File: config.mk
export PLATFORM = sky130hd
export DESIGN_NAME = spm_top
export DESIGN_NICKNAME = d
export VERILOG_FILES = /design/src/rtl/spm_pkg.sv /design/src/rtl/spm_fifo.sv /design/src/rtl/spm_datapath.sv /design/src/rtl/spm_ctrl.sv /design/src/rtl/spm_top.sv
export SDC_FILE = /design/constraint.sdc
export NUM_CORES = 1
export LEC_CHECK = 0
export BUFFER_PORTS_ARGS = -buffer_cell sky130_fd_sc_hd__buf_4
export CAP_MARGIN = 0
export CORE_AREA = 3 3 269 205
export DETAILED_ROUTE_END_ITERATION = 16
export DIE_AREA = 0 0 272 208
export REMOVE_ABC_BUFFERS = 1
export SKIP_LAST_GASP = 1
export SLEW_MARGIN = 20
export SYNTH_ARGS = -nofsm -noshare
export SYNTH_HDL_FRONTEND = slang
export SYNTH_HIERARCHICAL = 1
export SYNTH_SLANG_ARGS = --single-unit
export TNS_END_PERCENT = 100
File: constraint.sdc
create_clock -name clk -period 5.5 [get_ports clk]
set_input_delay 0.55 -clock clk [delete_from_list [all_inputs] [get_ports clk]]
set_output_delay 0.55 -clock clk [all_outputs]
set_load 0.005 [all_outputs]
File: src/rtl/spm_pkg.sv
`timescale 1ns/1ps
package spm_pkg;
  localparam int WORD_W  = 16;
  localparam int HALF_W  = 15;
  localparam int LEN_W   = 5;

  localparam logic [3:0] IDX_DATA   = 4'd0;
  localparam logic [3:0] IDX_STAT   = 4'd1;
  localparam logic [3:0] IDX_FRAME  = 4'd2;
  localparam logic [3:0] IDX_MODE   = 4'd3;
  localparam logic [3:0] IDX_PRE    = 4'd4;
  localparam logic [3:0] IDX_MASK   = 4'd5;
  localparam logic [3:0] IDX_RAW    = 4'd6;
  localparam logic [3:0] IDX_MASKED = 4'd7;
  localparam logic [3:0] IDX_CLR    = 4'd8;
  localparam logic [3:0] IDX_REQ    = 4'd9;

  typedef struct packed {
    logic              txPush;
    logic              rxPop;
    logic [WORD_W-1:0] txWord;
  } spm_strobe_t;

  typedef struct packed {
    logic              enable;
    logic              loop;
    logic              cpol;
    logic              cpha;
    logic [LEN_W-1:0]  frameLen;
    logic [HALF_W-1:0] halfTicks;
  } spm_cfg_t;
endpackage

File: src/rtl/spm_fifo.sv
`timescale 1ns/1ps
module spm_fifo #(
  parameter int W     = 16,
  parameter int DEPTH = 8
) (
  input  logic                       clk,
  input  logic                       rstN,
  input  logic                       push,
  input  logic [W-1:0]               pushData,
  input  logic                       pop,
  output logic [W-1:0]               head,
  output logic [$clog2(DEPTH+1)-1:0] count
);
  localparam int AW = $clog2(DEPTH);
  localparam int CW = $clog2(DEPTH+1);

  logic [W-1:0]  mem [DEPTH];
  logic [AW-1:0] wrPtr, rdPtr;
  logic          full, empty, doPush, doPop;

  assign full   = (count == CW'(DEPTH));
  assign empty  = (count == '0);
  assign doPush = push && !full;
  assign doPop  = pop && !empty;
  assign head   = mem[rdPtr];

  function automatic logic [AW-1:0] nextPtr(input logic [AW-1:0] p);
    return (p == AW'(DEPTH-1)) ? '0 : p + AW'(1);
  endfunction

  always_ff @(posedge clk) begin
    if (doPush) mem[wrPtr] <= pushData;
  end

  always_ff @(posedge clk or negedge rstN) begin
    if (!rstN) begin
      wrPtr <= '0;
      rdPtr <= '0;
      count <= '0;
    end else begin
      if (doPush) wrPtr <= nextPtr(wrPtr);
      if (doPop)  rdPtr <= nextPtr(rdPtr);
      if (doPush && !doPop)      count <= count + CW'(1);
      else if (doPop && !doPush) count <= count - CW'(1);
    end
  end


  fifo_full_hold_chk: assert property (@(posedge clk) disable iff (!rstN)
    (push && full && !pop) |=> (count == $past(count)));
endmodule

File: src/rtl/spm_datapath.sv
`timescale 1ns/1ps
module spm_datapath
  import spm_pkg::*;
#(
  parameter int DEPTH = 8,
  localparam int CW = $clog2(DEPTH+1)
) (
  input  logic              clk,
  input  logic              rstN,
  input  spm_strobe_t       stb,
  input  spm_cfg_t          cfg,
  input  logic              miso,
  output logic              sclk,
  output logic              mosi,
  output logic              csN,
  output logic [CW-1:0]     txCount,
  output logic [CW-1:0]     rxCount,
  output logic [WORD_W-1:0] rxHead,
  output logic              running,
  output logic              rxPushed,
  output logic              overrunPulse
);
  logic [WORD_W-1:0] txHead, txShift, rxShift, rxNext, frameWord, lenMask;
  logic [HALF_W-1:0] halfCnt;
  logic [5:0]        edgeCnt, lastIdx;
  logic              startFrame, edgeNow, sampleEdge, shiftEdge, lastEdge;
  logic              serialIn, frameDone, rxFull, sclkQ;

  spm_fifo #(.W(WORD_W), .DEPTH(DEPTH)) i_txq (
    .clk(clk), .rstN(rstN), .push(stb.txPush), .pushData(stb.txWord),
    .pop(startFrame), .head(txHead), .count(txCount));

  spm_fifo #(.W(WORD_W), .DEPTH(DEPTH)) i_rxq (
    .clk(clk), .rstN(rstN), .push(frameDone), .pushData(frameWord),
    .pop(stb.rxPop), .head(rxHead), .count(rxCount));

  assign rxFull     = (rxCount == CW'(DEPTH));
  assign startFrame = !running && cfg.enable && (txCount != '0);
  assign edgeNow    = running && (halfCnt == '0);
  assign sampleEdge = cfg.cpha ? edgeCnt[0] : !edgeCnt[0];
  assign shiftEdge  = !sampleEdge && !(cfg.cpha && (edgeCnt == '0));
  assign lastIdx    = {cfg.frameLen, 1'b0} - 6'd1;
  assign lastEdge   = (edgeCnt == lastIdx);
  assign mosi       = txShift[4'(cfg.frameLen - LEN_W'(1))];
  assign serialIn   = cfg.loop ? mosi : miso;
  assign rxNext     = {rxShift[WORD_W-2:0], serialIn};
  assign lenMask    = WORD_W'((17'd1 << cfg.frameLen) - 17'd1);
  assign frameWord  = (sampleEdge ? rxNext : rxShift) & lenMask;
  assign frameDone  = edgeNow && lastEdge;
  assign rxPushed   = frameDone && !rxFull;
  assign overrunPulse = frameDone && rxFull;
  assign sclk       = sclkQ;
  assign csN        = !running;

  always_ff @(posedge clk or negedge rstN) begin
    if (!rstN) begin
      running <= 1'b0;
      halfCnt <= '0;
      edgeCnt <= '0;
      txShift <= '0;
      rxShift <= '0;
      sclkQ   <= 1'b0;
    end else if (startFrame) begin
      running <= 1'b1;
      halfCnt <= cfg.halfTicks - HALF_W'(1);
      edgeCnt <= '0;
      txShift <= txHead;
      rxShift <= '0;
      sclkQ   <= cfg.cpol;
    end else if (running) begin
      if (halfCnt == '0) begin
        sclkQ   <= ~sclkQ;
        halfCnt <= cfg.halfTicks - HALF_W'(1);
        if (sampleEdge) rxShift <= rxNext;
        if (shiftEdge)  txShift <= txShift << 1;
        if (lastEdge) running <= 1'b0;
        else          edgeCnt <= edgeCnt + 6'd1;
      end else begin
        halfCnt <= halfCnt - HALF_W'(1);
      end
    end else begin
      sclkQ <= cfg.cpol;
    end
  end


  sclk_idle_chk: assert property (@(posedge clk) disable iff (!rstN)
    (!running && $past(!running)) |-> (sclk == $past(cfg.cpol)));


  start_gate_chk: assert property (@(posedge clk) disable iff (!rstN)
    $rose(running) |-> $past(cfg.enable));


  drop_frame_chk: assert property (@(posedge clk) disable iff (!rstN)
    (overrunPulse && !stb.rxPop) |=> (rxCount == $past(rxCount)));
endmodule

File: src/rtl/spm_ctrl.sv
`timescale 1ns/1ps
module spm_ctrl
  import spm_pkg::*;
#(
  parameter int DEPTH = 8,
  localparam int CW = $clog2(DEPTH+1)
) (
  input  logic              clk,
  input  logic              rstN,
  input  logic [3:0]        busAddr,
  input  logic              busWr,
  input  logic              busRd,
  input  logic [WORD_W-1:0] busWdata,
  output logic [WORD_W-1:0] busRdata,
  input  logic [CW-1:0]     txCount,
  input  logic [CW-1:0]     rxCount,
  input  logic [WORD_W-1:0] rxHead,
  input  logic              running,
  input  logic              rxPushed,
  input  logic              overrunPulse,
  output spm_strobe_t       stb,
  output spm_cfg_t          cfg,
  output logic              irqOut
);
  localparam int TO_W = HALF_W + 6;

  logic [15:0]       frameReg;
  logic [3:0]        modeReg, maskReg;
  logic [6:0]        preReg;
  logic [1:0]        reqReg;
  logic              rawOvr, rawTo;
  logic [TO_W-1:0]   toCnt, toLimit;
  logic [6:0]        preHalf;
  logic [8:0]        scrP1;
  logic [3:0]        sizeCode, raw, masked;
  logic [4:0]        status;
  logic              rxEmpty, rxFull, txEmpty, txFull;
  logic              clrWr, toClr, toReset, toSet;

  assign rxEmpty = (rxCount == '0);
  assign rxFull  = (rxCount == CW'(DEPTH));
  assign txEmpty = (txCount == '0);
  assign txFull  = (txCount == CW'(DEPTH));

  assign preHalf  = (preReg == '0) ? 7'd1 : preReg;
  assign scrP1    = {1'b0, frameReg[15:8]} + 9'd1;
  assign sizeCode = frameReg[3:0];

  always_comb begin
    cfg.enable    = modeReg[1];
    cfg.loop      = modeReg[0];
    cfg.cpol      = frameReg[6];
    cfg.cpha      = frameReg[7];
    cfg.frameLen  = (sizeCode < 4'd3) ? LEN_W'(4) : {1'b0, sizeCode} + LEN_W'(1);
    cfg.halfTicks = HALF_W'({8'd0, preHalf}) * HALF_W'({6'd0, scrP1});
    stb.txPush    = busWr && (busAddr == IDX_DATA);
    stb.txWord    = busWdata;
    stb.rxPop     = busRd && (busAddr == IDX_DATA) && !rxEmpty;
  end

  assign toLimit = {cfg.halfTicks, 6'd0};
  assign clrWr   = busWr && (busAddr == IDX_CLR);
  assign toClr   = clrWr && busWdata[1];
  assign toReset = rxEmpty || rxPushed || stb.rxPop || toClr;
  assign toSet   = !toReset && (toCnt == toLimit - TO_W'(1));

  assign raw    = {(txCount <= CW'(DEPTH/2)), (rxCount >= CW'(DEPTH/2)), rawTo, rawOvr};
  assign masked = raw & maskReg;
  assign irqOut = |masked;
  assign status = {running || !txEmpty, rxFull, !rxEmpty, !txFull, txEmpty};

  always_ff @(posedge clk or negedge rstN) begin
    if (!rstN) begin
      frameReg <= '0;
      modeReg  <= '0;
      preReg   <= '0;
      maskReg  <= '0;
      reqReg   <= '0;
    end else if (busWr) begin
      case (busAddr)
        IDX_FRAME: frameReg <= busWdata;
        IDX_MODE:  modeReg  <= busWdata[3:0];
        IDX_PRE:   preReg   <= busWdata[7:1];
        IDX_MASK:  maskReg  <= busWdata[3:0];
        IDX_REQ:   reqReg   <= busWdata[1:0];
        default: ;
      endcase
    end
  end

  always_ff @(posedge clk or negedge rstN) begin
    if (!rstN) begin
      rawOvr <= 1'b0;
      rawTo  <= 1'b0;
      toCnt  <= '0;
    end else begin
      if (overrunPulse)               rawOvr <= 1'b1;
      else if (clrWr && busWdata[0])  rawOvr <= 1'b0;
      if (toClr)      rawTo <= 1'b0;
      else if (toSet) rawTo <= 1'b1;
      if (toReset)                toCnt <= '0;
      else if (toCnt != toLimit)  toCnt <= toCnt + TO_W'(1);
    end
  end

  always_comb begin
    case (busAddr)
      IDX_DATA:   busRdata = rxEmpty ? '0 : rxHead;
      IDX_STAT:   busRdata = {11'd0, status};
      IDX_FRAME:  busRdata = frameReg;
      IDX_MODE:   busRdata = {12'd0, modeReg};
      IDX_PRE:    busRdata = {8'd0, preReg, 1'b0};
      IDX_MASK:   busRdata = {12'd0, maskReg};
      IDX_RAW:    busRdata = {12'd0, raw};
      IDX_MASKED: busRdata = {12'd0, masked};
      IDX_REQ:    busRdata = {14'd0, reqReg};
      default:    busRdata = '0;
    endcase
  end


  ovr_set_chk: assert property (@(posedge clk) disable iff (!rstN)
    overrunPulse |=> rawOvr);


  ovr_clear_chk: assert property (@(posedge clk) disable iff (!rstN)
    (clrWr && busWdata[0] && !overrunPulse) |=> !rawOvr);


  to_source_chk: assert property (@(posedge clk) disable iff (!rstN)
    $rose(rawTo) |-> ($past(rxCount) != '0));


  irq_mask_chk: assert property (@(posedge clk) disable iff (!rstN)
    (maskReg == '0) |-> !irqOut);
endmodule

File: src/rtl/spm_top.sv
`timescale 1ns/1ps
module spm_top
  import spm_pkg::*;
#(
  parameter int DEPTH = 8
) (
  input  logic        clk,
  input  logic        rstN,
  input  logic [3:0]  busAddr,
  input  logic        busWr,
  input  logic        busRd,
  input  logic [15:0] busWdata,
  output logic [15:0] busRdata,
  output logic        sclk,
  output logic        mosi,
  input  logic        miso,
  output logic        csN,
  output logic        irqOut
);
  localparam int CW = $clog2(DEPTH+1);

  spm_strobe_t       stb;
  spm_cfg_t          cfg;
  logic [CW-1:0]     txCount, rxCount;
  logic [WORD_W-1:0] rxHead;
  logic              running, rxPushed, overrunPulse;

  spm_ctrl #(.DEPTH(DEPTH)) i_ctrl (
    .clk(clk), .rstN(rstN), .busAddr(busAddr), .busWr(busWr), .busRd(busRd),
    .busWdata(busWdata), .busRdata(busRdata), .txCount(txCount),
    .rxCount(rxCount), .rxHead(rxHead), .running(running),
    .rxPushed(rxPushed), .overrunPulse(overrunPulse), .stb(stb), .cfg(cfg),
    .irqOut(irqOut));

  spm_datapath #(.DEPTH(DEPTH)) i_dp (
    .clk(clk), .rstN(rstN), .stb(stb), .cfg(cfg), .miso(miso), .sclk(sclk),
    .mosi(mosi), .csN(csN), .txCount(txCount), .rxCount(rxCount),
    .rxHead(rxHead), .running(running), .rxPushed(rxPushed),
    .overrunPulse(overrunPulse));
endmodule

==> results.json, run 1 <==
{
  "worst_ep_required_time_ns": 5.99,
  "clock_pin_slew_worst_setup_and_hold_paths_ns": 0.06,
  "critical_path.cell_chain": "ha_4, nand3_4, xor2_2, buf_4, buf_6, nor2b_4, fa_1, ha_1, inv_1, fa_1, fa_1, inv_2, ha_4, nor2_2, a21oi_2, xor3_1, or4_4, nor4_4, nand4_1, nor4b_4, buf_4, buf_4, o21ai_1, a21oi_1",
  "final_core_utilization_pct": 47.0,
  "final.period_utilization_pct": 104,
  "maxSlewViolCount": 0,
  "grt_max_degree": 78,
  "synthesis.instances": 1602,
  "cts-buffers-inserted": 41,
  "slew_headroom_pct": 27.6,
  "vias_per_cell": 5.50,
  "hold_viol": 2,
  "cts_htree_levels": 2,
  "setup_viol": 8,
  "avgRoutedWirePerCell_um": 21.1,
  "grt_setup_unrepaired": "true",
  "hold-worst-slack_ns": -0.000204,
  "crit_path_start_kind": "flop",
  "placedInstanceArea_um2": 22700,
  "synth_cell_type_count": 91,
  "global_route.overflow_total": 0,
  "worstHoldPathType": "primary input to async pin",
  "floorplan.initialDensity_pct": 39.9,
  "global_route.usage.total_pct": 18.7,
  "worst_tran_pin_value_ns": 1.09,
  "asyncSetResetFlopFracSynth_pct": 33.9,
  "detailedRoute.firstPassIterationCount": 7,
  "irDropWorstVdd_mv": 0.588,
  "number_of_antenna_violations_at_the_first_check_in_global_routing": 0,
  "p_clk_share_pct": 19.9,
  "routed_wirelength_mm": 52.6,
  "finalNonFillerCells": 2488,
  "gp_routability_congestion": 0.881,
  "clock_tree_from_tritoncts": "done",
  "yosys_most_used_dff": "sky130_fd_sc_hd__edfxtp_1",
  "fp.dieArea_um2": 56600,
  "cts_root_buffer": "sky130_fd_sc_hd__clkbuf_16",
  "p_leak_nw": 9.42,
  "final-seq-area_um2": 11000,
  "finalNetCount": 1865,
  "placed_cells_incl_taps": 2389,
  "detail_route_antenna_nets": 0,
  "drt_drc_violations_left": 0,
  "comb_power_share_pct": 53.8,
  "arrival_ns": 6.23,
  "pin_count": 45,
  "clock_skew_ns": 0.0184,
  "syn-mean-instance-area_um2": 13.1,
  "cts_max_path_buffers": 3,
  "fin_worst_setup_slack_ns": -0.246,
  "die_w_um": 272,
  "fp-row-count": 73,
  "grt_pass1_wl_mm": 82.2,
  "final.fill_count": 4660,
  "crit_buf_inv": 6,
  "max_freq_ghz": 0.174,
  "synth.yosys.seq_area_share_pct": 52.2,
  "multi_input_area_um2": 9770,
  "detailroute.via_count": 13700,
  "run_status": "finished, violations left",
  "synth_seq_cells": 387,
  "path_class": "flop to flop",
  "cap_violations": 0,
  "failing_checks": "hold timing, setup timing",
  "ys_warnings": 6,
  "netlist_area_um2": 21000,
  "switching_power_mw": 5.42,
  "numClockSinks": 387,
  "largest_fanout_on_the_critical_path": 4,
  "core_outline_area_um2": 52700,
  "insertion_delay_ns": 0.56,
  "worst_path_max_delay_cell": "sky130_fd_sc_hd__fa_1",
  "critical-path-top-delay-family": "adder cells",
  "drive_above_1_share_pct": 26.3,
  "portBuffers": 44,
  "totalNegativeSetupSlack_ns": -1.52,
  "power.share.switching_pct": 38.0,
  "drt_first_iter_violations": 1211,
  "end_kind": "flop",
  "dp_hpwl_mm": 36.2,
  "critical-path-max-stage-delay_ns": 0.53,
  "vias_in_the_first_global_route": 13700,
  "p_int_mw": 8.82,
  "period_minus_slack_ns": 5.75,
  "design_area_um2": 24800,
  "count_of_flip_flops_with_a_built_in_enable_after_synthesis": 256,
  "chipHeight_um": 208,
  "power.density_nw_per_um2": 575,
  "power.share.sequential_pct": 26.3,
  "post_cts_hold_buffer_count": 0,
  "synth_to_final_area_change_pct": 17.9
}
## cell type report
| class | instances | share of cell area, % |
|---|---|---|
| antenna | 1 | 0.0101 |
| timing repair buffer | 190 | 5.91 |
| sequential | 387 | 44.3 |
| clock buffer | 58 | 4.70 |
| multi-input combinational | 1038 | 39.4 |
| tap | 712 | 3.59 |
| inverter | 85 | 1.29 |
| clock inverter | 17 | 0.813 |
## registers in the layout, indices dropped and copies added (netlist names), 4 cells and up
register and flops:
i_dp/halfCnt 15, i_dp/i_rxq/count 4, i_ctrl/maskReg 4, i_dp/i_txq/mem 128, i_ctrl/preReg 7, i_dp/txShift 16, i_dp/i_txq/count 4, i_ctrl/modeReg 4
i_ctrl/toCnt 21, i_ctrl/frameReg 16, i_dp/rxShift 16, i_dp/edgeCnt 6, i_dp/i_rxq/mem 128
## synth_stat cells, types with 10 or more instances
cell type                    n  share of area, %
sky130_fd_sc_hd__ha_1       62               3.7
sky130_fd_sc_hd__inv_1      83               1.5
sky130_fd_sc_hd__fa_1       35               3.3
sky130_fd_sc_hd__nand3_1    35              0.83
sky130_fd_sc_hd__nor3_1     44               1.0
sky130_fd_sc_hd__o21ai_0    50               1.2
sky130_fd_sc_hd__a22o_1     24               1.0
sky130_fd_sc_hd__nand2_1    98               1.8
sky130_fd_sc_hd__xnor2_1    50               2.1
sky130_fd_sc_hd__nor2b_1    28              0.83
sky130_fd_sc_hd__mux4_1     46               5.8
sky130_fd_sc_hd__or4_1      11              0.39
sky130_fd_sc_hd__o211ai_1   11              0.39
sky130_fd_sc_hd__or3_1      18              0.54
sky130_fd_sc_hd__nand3b_1   10              0.36
sky130_fd_sc_hd__dfrtp_1   131                16
sky130_fd_sc_hd__nand2b_1   19              0.57
sky130_fd_sc_hd__nor4_1     19              0.57
sky130_fd_sc_hd__nor2_1     82               1.5
sky130_fd_sc_hd__mux2_2     77               4.1
sky130_fd_sc_hd__buf_4      20              0.71
sky130_fd_sc_hd__mux2i_1    32               1.5
sky130_fd_sc_hd__clkbuf_1   53              0.95
sky130_fd_sc_hd__edfxtp_1  256                37
sky130_fd_sc_hd__and2_1     24              0.71
sky130_fd_sc_hd__a21oi_1    48               1.1
sky130_fd_sc_hd__mux4_2     23               2.5
sky130_fd_sc_hd__xor2_1     42               1.8
## final timing paths
check	from	end	slack (ns)	cells after the start
worst max register to register	i_ctrl/frameReg[8]	i_ctrl/toCnt[2]	-0.25	24
min in group clk	busWdata[15]	i_dp/i_txq/mem[5][15]	0.25	1
worst min-delay path	rstN	i_ctrl/toCnt[19]	-0.0002	1
worst max-delay path	i_ctrl/frameReg[8]	i_ctrl/toCnt[2]	-0.25	24
worst min register to register	i_dp/rxShift[15]	i_dp/rxShift[15]	0.49	2
max in group asynchronous	rstN	i_dp/txShift[12]	4.25	2
## placed cells by master (no fill, tap or decap), types with 18 or more instances in the layout
master                      synthesis  final
sky130_fd_sc_hd__a21oi_1           48     44
sky130_fd_sc_hd__a22o_1            24     24
sky130_fd_sc_hd__and2_1            24     21
sky130_fd_sc_hd__buf_4             20    180
sky130_fd_sc_hd__clkbuf_16          0     44
sky130_fd_sc_hd__dfrtp_1          131    127
sky130_fd_sc_hd__edfxtp_1         256    256
sky130_fd_sc_hd__fa_1              35     35
sky130_fd_sc_hd__ha_1              62     57
sky130_fd_sc_hd__inv_1             83     78
sky130_fd_sc_hd__mux2_2            77     77
sky130_fd_sc_hd__mux2i_1           32     32
sky130_fd_sc_hd__mux4_1            46     46
sky130_fd_sc_hd__mux4_2            23     23
sky130_fd_sc_hd__nand2_1           98     95
sky130_fd_sc_hd__nand2b_1          19     18
sky130_fd_sc_hd__nand3_1           35     31
sky130_fd_sc_hd__nor2_1            82     79
sky130_fd_sc_hd__nor2b_1           28     20
sky130_fd_sc_hd__nor3_1            44     33
sky130_fd_sc_hd__o21ai_0           50     47
sky130_fd_sc_hd__xnor2_1           50     44
sky130_fd_sc_hd__xor2_1            42     36
## power groups by stage
stage | Combinational (mW) | Clock [mW] | Sequential, mW
final | 7.67 | 2.83 | 3.75
after detailed placement | 6.45 | 0 | 3.80
after global routing | 8.33 | 3.04 | 3.79
after CTS | 7.30 | 2.91 | 3.74
after global placement | 6.34 | 0 | 3.79
after floorplan | 3.95 | 0 | 3.68
## through the flow
| step | setup WS (ns) | power (mW) |
|---|---|---|
| final | -0.246 | 14.2 |
| after global routing | -0.502 | 15.2 |
| after CTS | -0.332 | 14.0 |
| after detailed placement | -0.557 | 10.2 |
| after global placement | -0.447 | 10.1 |
| after floorplan | -0.595 | 7.62 |
## cells by family after synthesis
group / synth area share [%]
AO/OA/AOI/OAI: 7.89
XOR/XNOR: 4.42
adder cells (fa/ha/maj): 7.03
buffers and inverters: 3.88
flip-flops: 52.2
multiplexers: 13.9
AND/OR/NAND/NOR: 10.7
## worst register-to-register path: cells and delay by family (launching register included)
family / cells / cell delay [ns]
AO/OA/AOI/OAI: 3 / 0.33
XOR/XNOR: 2 / 0.63
adder cells (fa/ha/maj): 6 / 2.19
buffers and inverters: 6 / 0.70
flip-flops: 1 / 0.41
AND/OR/NAND/NOR: 7 / 1.43
## layer usage
metal | GRT usage [%] | part of all wire [%] | routed length, um | vias to the layer above
li1 | - | - | - | 6285
met1 | 28.7 | 49 | 25600 | 6989
met2 | 27.7 | 43 | 22900 | 349
met3 | 3.11 | 5.9 | 3130 | 70
met4 | 4.60 | 2.0 | 1060 | 0
met5 | 0 | 0 | 0 | -
## repair_timing
action / in CTS / in global routing
setup buffers: 19 / 7
resized for setup: 72 / 31
endpoints found under the setup margin: 8 / 12
pin swaps: 54 / 27
(Power assumes the default switching activity.)
==> run 2, diff against run 1 <==
--- a/config.mk
+++ b/config.mk
@@ -10,6 +10,8 @@
 export CORE_AREA = 3 3 269 205
 export DETAILED_ROUTE_END_ITERATION = 16
 export DIE_AREA = 0 0 272 208
+export GPL_TIMING_DRIVEN = 0
+export PLACE_DENSITY = 0.58
 export REMOVE_ABC_BUFFERS = 1
 export SKIP_LAST_GASP = 1
 export SLEW_MARGIN = 20
==> results.json, run 2 (synthesis results as in run 1) <==
{
  "routed_wirelength_mm": 53.0,
  "vias_in_the_first_global_route": 13400,
  "drt_first_iter_violations": 1149,
  "avgRoutedWirePerCell_um": 21.8,
  "grt_max_degree": 74,
  "numClockSinks": 387,
  "num_antenna_cells": 0,
  "final_core_utilization_pct": 46.7,
  "chipHeight_um": 208,
  "largest_fanout_on_the_critical_path": 4,
  "hold_viol": 0,
  "detailroute.via_count": 13600,
  "die_w_um": 272,
  "global_route.overflow_total": 0,
  "failing_checks": "setup timing",
  "max_freq_ghz": 0.169,
  "most-common-layout-cells": "256 x sky130_fd_sc_hd__edfxtp_1, 121 x sky130_fd_sc_hd__dfrtp_1, 105 x sky130_fd_sc_hd__buf_4, 94 x sky130_fd_sc_hd__nand2_1",
  "end_kind": "flop",
  "portBuffers": 44,
  "topRoutingLayerUsed": "met4",
  "power.share.sequential_pct": 27.8,
  "crit_path_start_kind": "flop",
  "clock_tree_from_tritoncts": "done",
  "insertion_delay_ns": 0.56,
  "met2_length_mm": 22.7,
  "setup_viol": 8,
  "p_int_mw": 8.20,
  "fin_worst_setup_slack_ns": -0.401,
  "path_class": "flop to flop",
  "grt_setup_unrepaired": "true",
  "gp_routability_congestion": 0.844,
  "worst_ep_required_time_ns": 5.91,
  "final.period_utilization_pct": 107,
  "drt_drc_violations_left": 0,
  "arrival_ns": 6.31,
  "p_leak_nw": 9.19,
  "detail_route_antenna_nets": 0,
  "most_common_cell_after_layout_fill_and_taps_aside": "sky130_fd_sc_hd__edfxtp_1",
  "irDropWorstVdd_mv": 0.578,
  "core_outline_area_um2": 52700,
  "power.share.switching_pct": 39.3,
  "comb_power_share_pct": 52.0,
  "top_flop_regs": "i_dp/i_rxq/mem: 128 flops, i_dp/i_txq/mem: 128 flops, i_ctrl/toCnt: 21 flops",
  "global_route.usage.total_pct": 18.8,
  "synth_to_final_area_change_pct": 17.2,
  "cts-buffers-inserted": 40,
  "fp-row-count": 73,
  "clock_skew_ns": 0.0189,
  "drive_above_1_share_pct": 25.0,
  "cap_violations": 0,
  "placedInstanceArea_um2": 22200,
  "slew_headroom_pct": 32.3,
  "switching_power_mw": 5.31,
  "cts_htree_levels": 2,
  "design_area_um2": 24600,
  "worstHoldPathType": "primary input to flop",
  "number_of_antenna_violations_at_the_first_check_in_global_routing": 0,
  "cts_max_path_buffers": 3,
  "total_power_mw": 13.5,
  "floorplan.initialDensity_pct": 39.9,
  "detailedRoute.firstPassIterationCount": 8,
  "dp_hpwl_mm": 36.7,
  "finalNetCount": 1807,
  "met3RoutedLength_mm": 3.57,
  "wl_met1_mm": 25.9,
  "worst_tran_pin_value_ns": 1.02,
  "period_minus_slack_ns": 5.90,
  "p_clk_share_pct": 20.3,
  "vias_per_cell": 5.59,
  "cts_root_buffer": "sky130_fd_sc_hd__clkbuf_16",
  "fp.dieArea_um2": 56600,
  "run_status": "finished, violations left",
  "maxSlewViolCount": 0,
  "pin_count": 45,
  "clock_pin_slew_worst_setup_and_hold_paths_ns": 0.06,
  "power.density_nw_per_um2": 549,
  "grt_pass1_wl_mm": 81.7
}
[run 2: path summary, 6_finish.rpt]
check                                     from                    end  slack [ns]  cells past startpoint
setup / recovery           i_ctrl/frameReg[11]       i_dp/halfCnt[14]       -0.40                     23
hold / removal                    busWdata[13]  i_dp/i_txq/mem[6][13]        0.25                      1
setup reg to reg           i_ctrl/frameReg[11]       i_dp/halfCnt[14]       -0.40                     23
hold reg to reg               i_dp/rxShift[15]       i_dp/rxShift[15]        0.49                      2
max in group asynchronous                 rstN    i_dp/i_rxq/rdPtr[0]        4.21                      3
min in group asynchronous                 rstN       i_ctrl/toCnt[11]        0.51                      2
[run 2: layout make-up]
cell class	count	area, um^2
clock inverter	24	246
inverter	85	319
clock buffer	50	1060
timing repair buffer	133	1150
multi-input combinational	1038	9970
fill	4662	28100
sequential	387	11000
tap	712	891
[run 2: power by group through the flow]
stage               Clock (mW)  Combinational (mW)  Sequential [mW]
floorplan                    0                3.95             3.68
global placement             0                5.05             3.84
detailed placement           0                5.23             3.79
CTS                       2.81                6.40             3.74
global route              2.93                7.59             3.79
finish                    2.74                7.02             3.75
[run 2: per-layer routing]
layer | global-route usage [%] | vias up
li1 | - | 6169
met1 | 29.1 | 6986
met2 | 26.9 | 362
met3 | 3.83 | 58
met4 | 4.20 | 0
met5 | 0 | -
[run 2: timing repair]
item,CTS,global route
pin swaps,50,37
hold buffers,1,0
hold endpoints to repair,58,0
setup endpoints to repair,14,13
gates resized for setup,89,31
setup buffers,43,12
[run 2: stage by stage]
stage / hold slack (ns) / setup slack, ns / cells / TNS, ns
floorplan: 0.254 / -0.595 / 1510 / -3.12
global placement: 0.459 / -2.32 / 2266 / -131.01
detailed placement: 0.475 / -1.79 / 2299 / -16.38
CTS: 0.213 / -0.448 / 2417 / -2.07
global route: 0.222 / -0.540 / 2429 / -3.76
finish: 0.249 / -0.401 / 2429 / -2.46
[run 2: critical path: stages, from the launching register on]
cell and delay (ns):
sky130_fd_sc_hd__dfrtp_2 0.45, sky130_fd_sc_hd__nand3_4 0.13, sky130_fd_sc_hd__nor2_4 0.22, sky130_fd_sc_hd__xnor2_4 0.18, sky130_fd_sc_hd__nor2b_2 0.08, sky130_fd_sc_hd__fa_1 0.48
sky130_fd_sc_hd__inv_1 0.05, sky130_fd_sc_hd__fa_1 0.47, sky130_fd_sc_hd__inv_1 0.05, sky130_fd_sc_hd__fa_1 0.50, sky130_fd_sc_hd__inv_2 0.04, sky130_fd_sc_hd__fa_1 0.52
sky130_fd_sc_hd__inv_2 0.05, sky130_fd_sc_hd__ha_4 0.17, sky130_fd_sc_hd__or2_4 0.24, sky130_fd_sc_hd__or3_4 0.41, sky130_fd_sc_hd__o21ai_4 0.17, sky130_fd_sc_hd__xnor2_2 0.16
sky130_fd_sc_hd__inv_1 0.09, sky130_fd_sc_hd__or4_4 0.49, sky130_fd_sc_hd__or3_4 0.40, sky130_fd_sc_hd__nor3_4 0.16, sky130_fd_sc_hd__xnor2_2 0.16, sky130_fd_sc_hd__o21ai_1 0.08
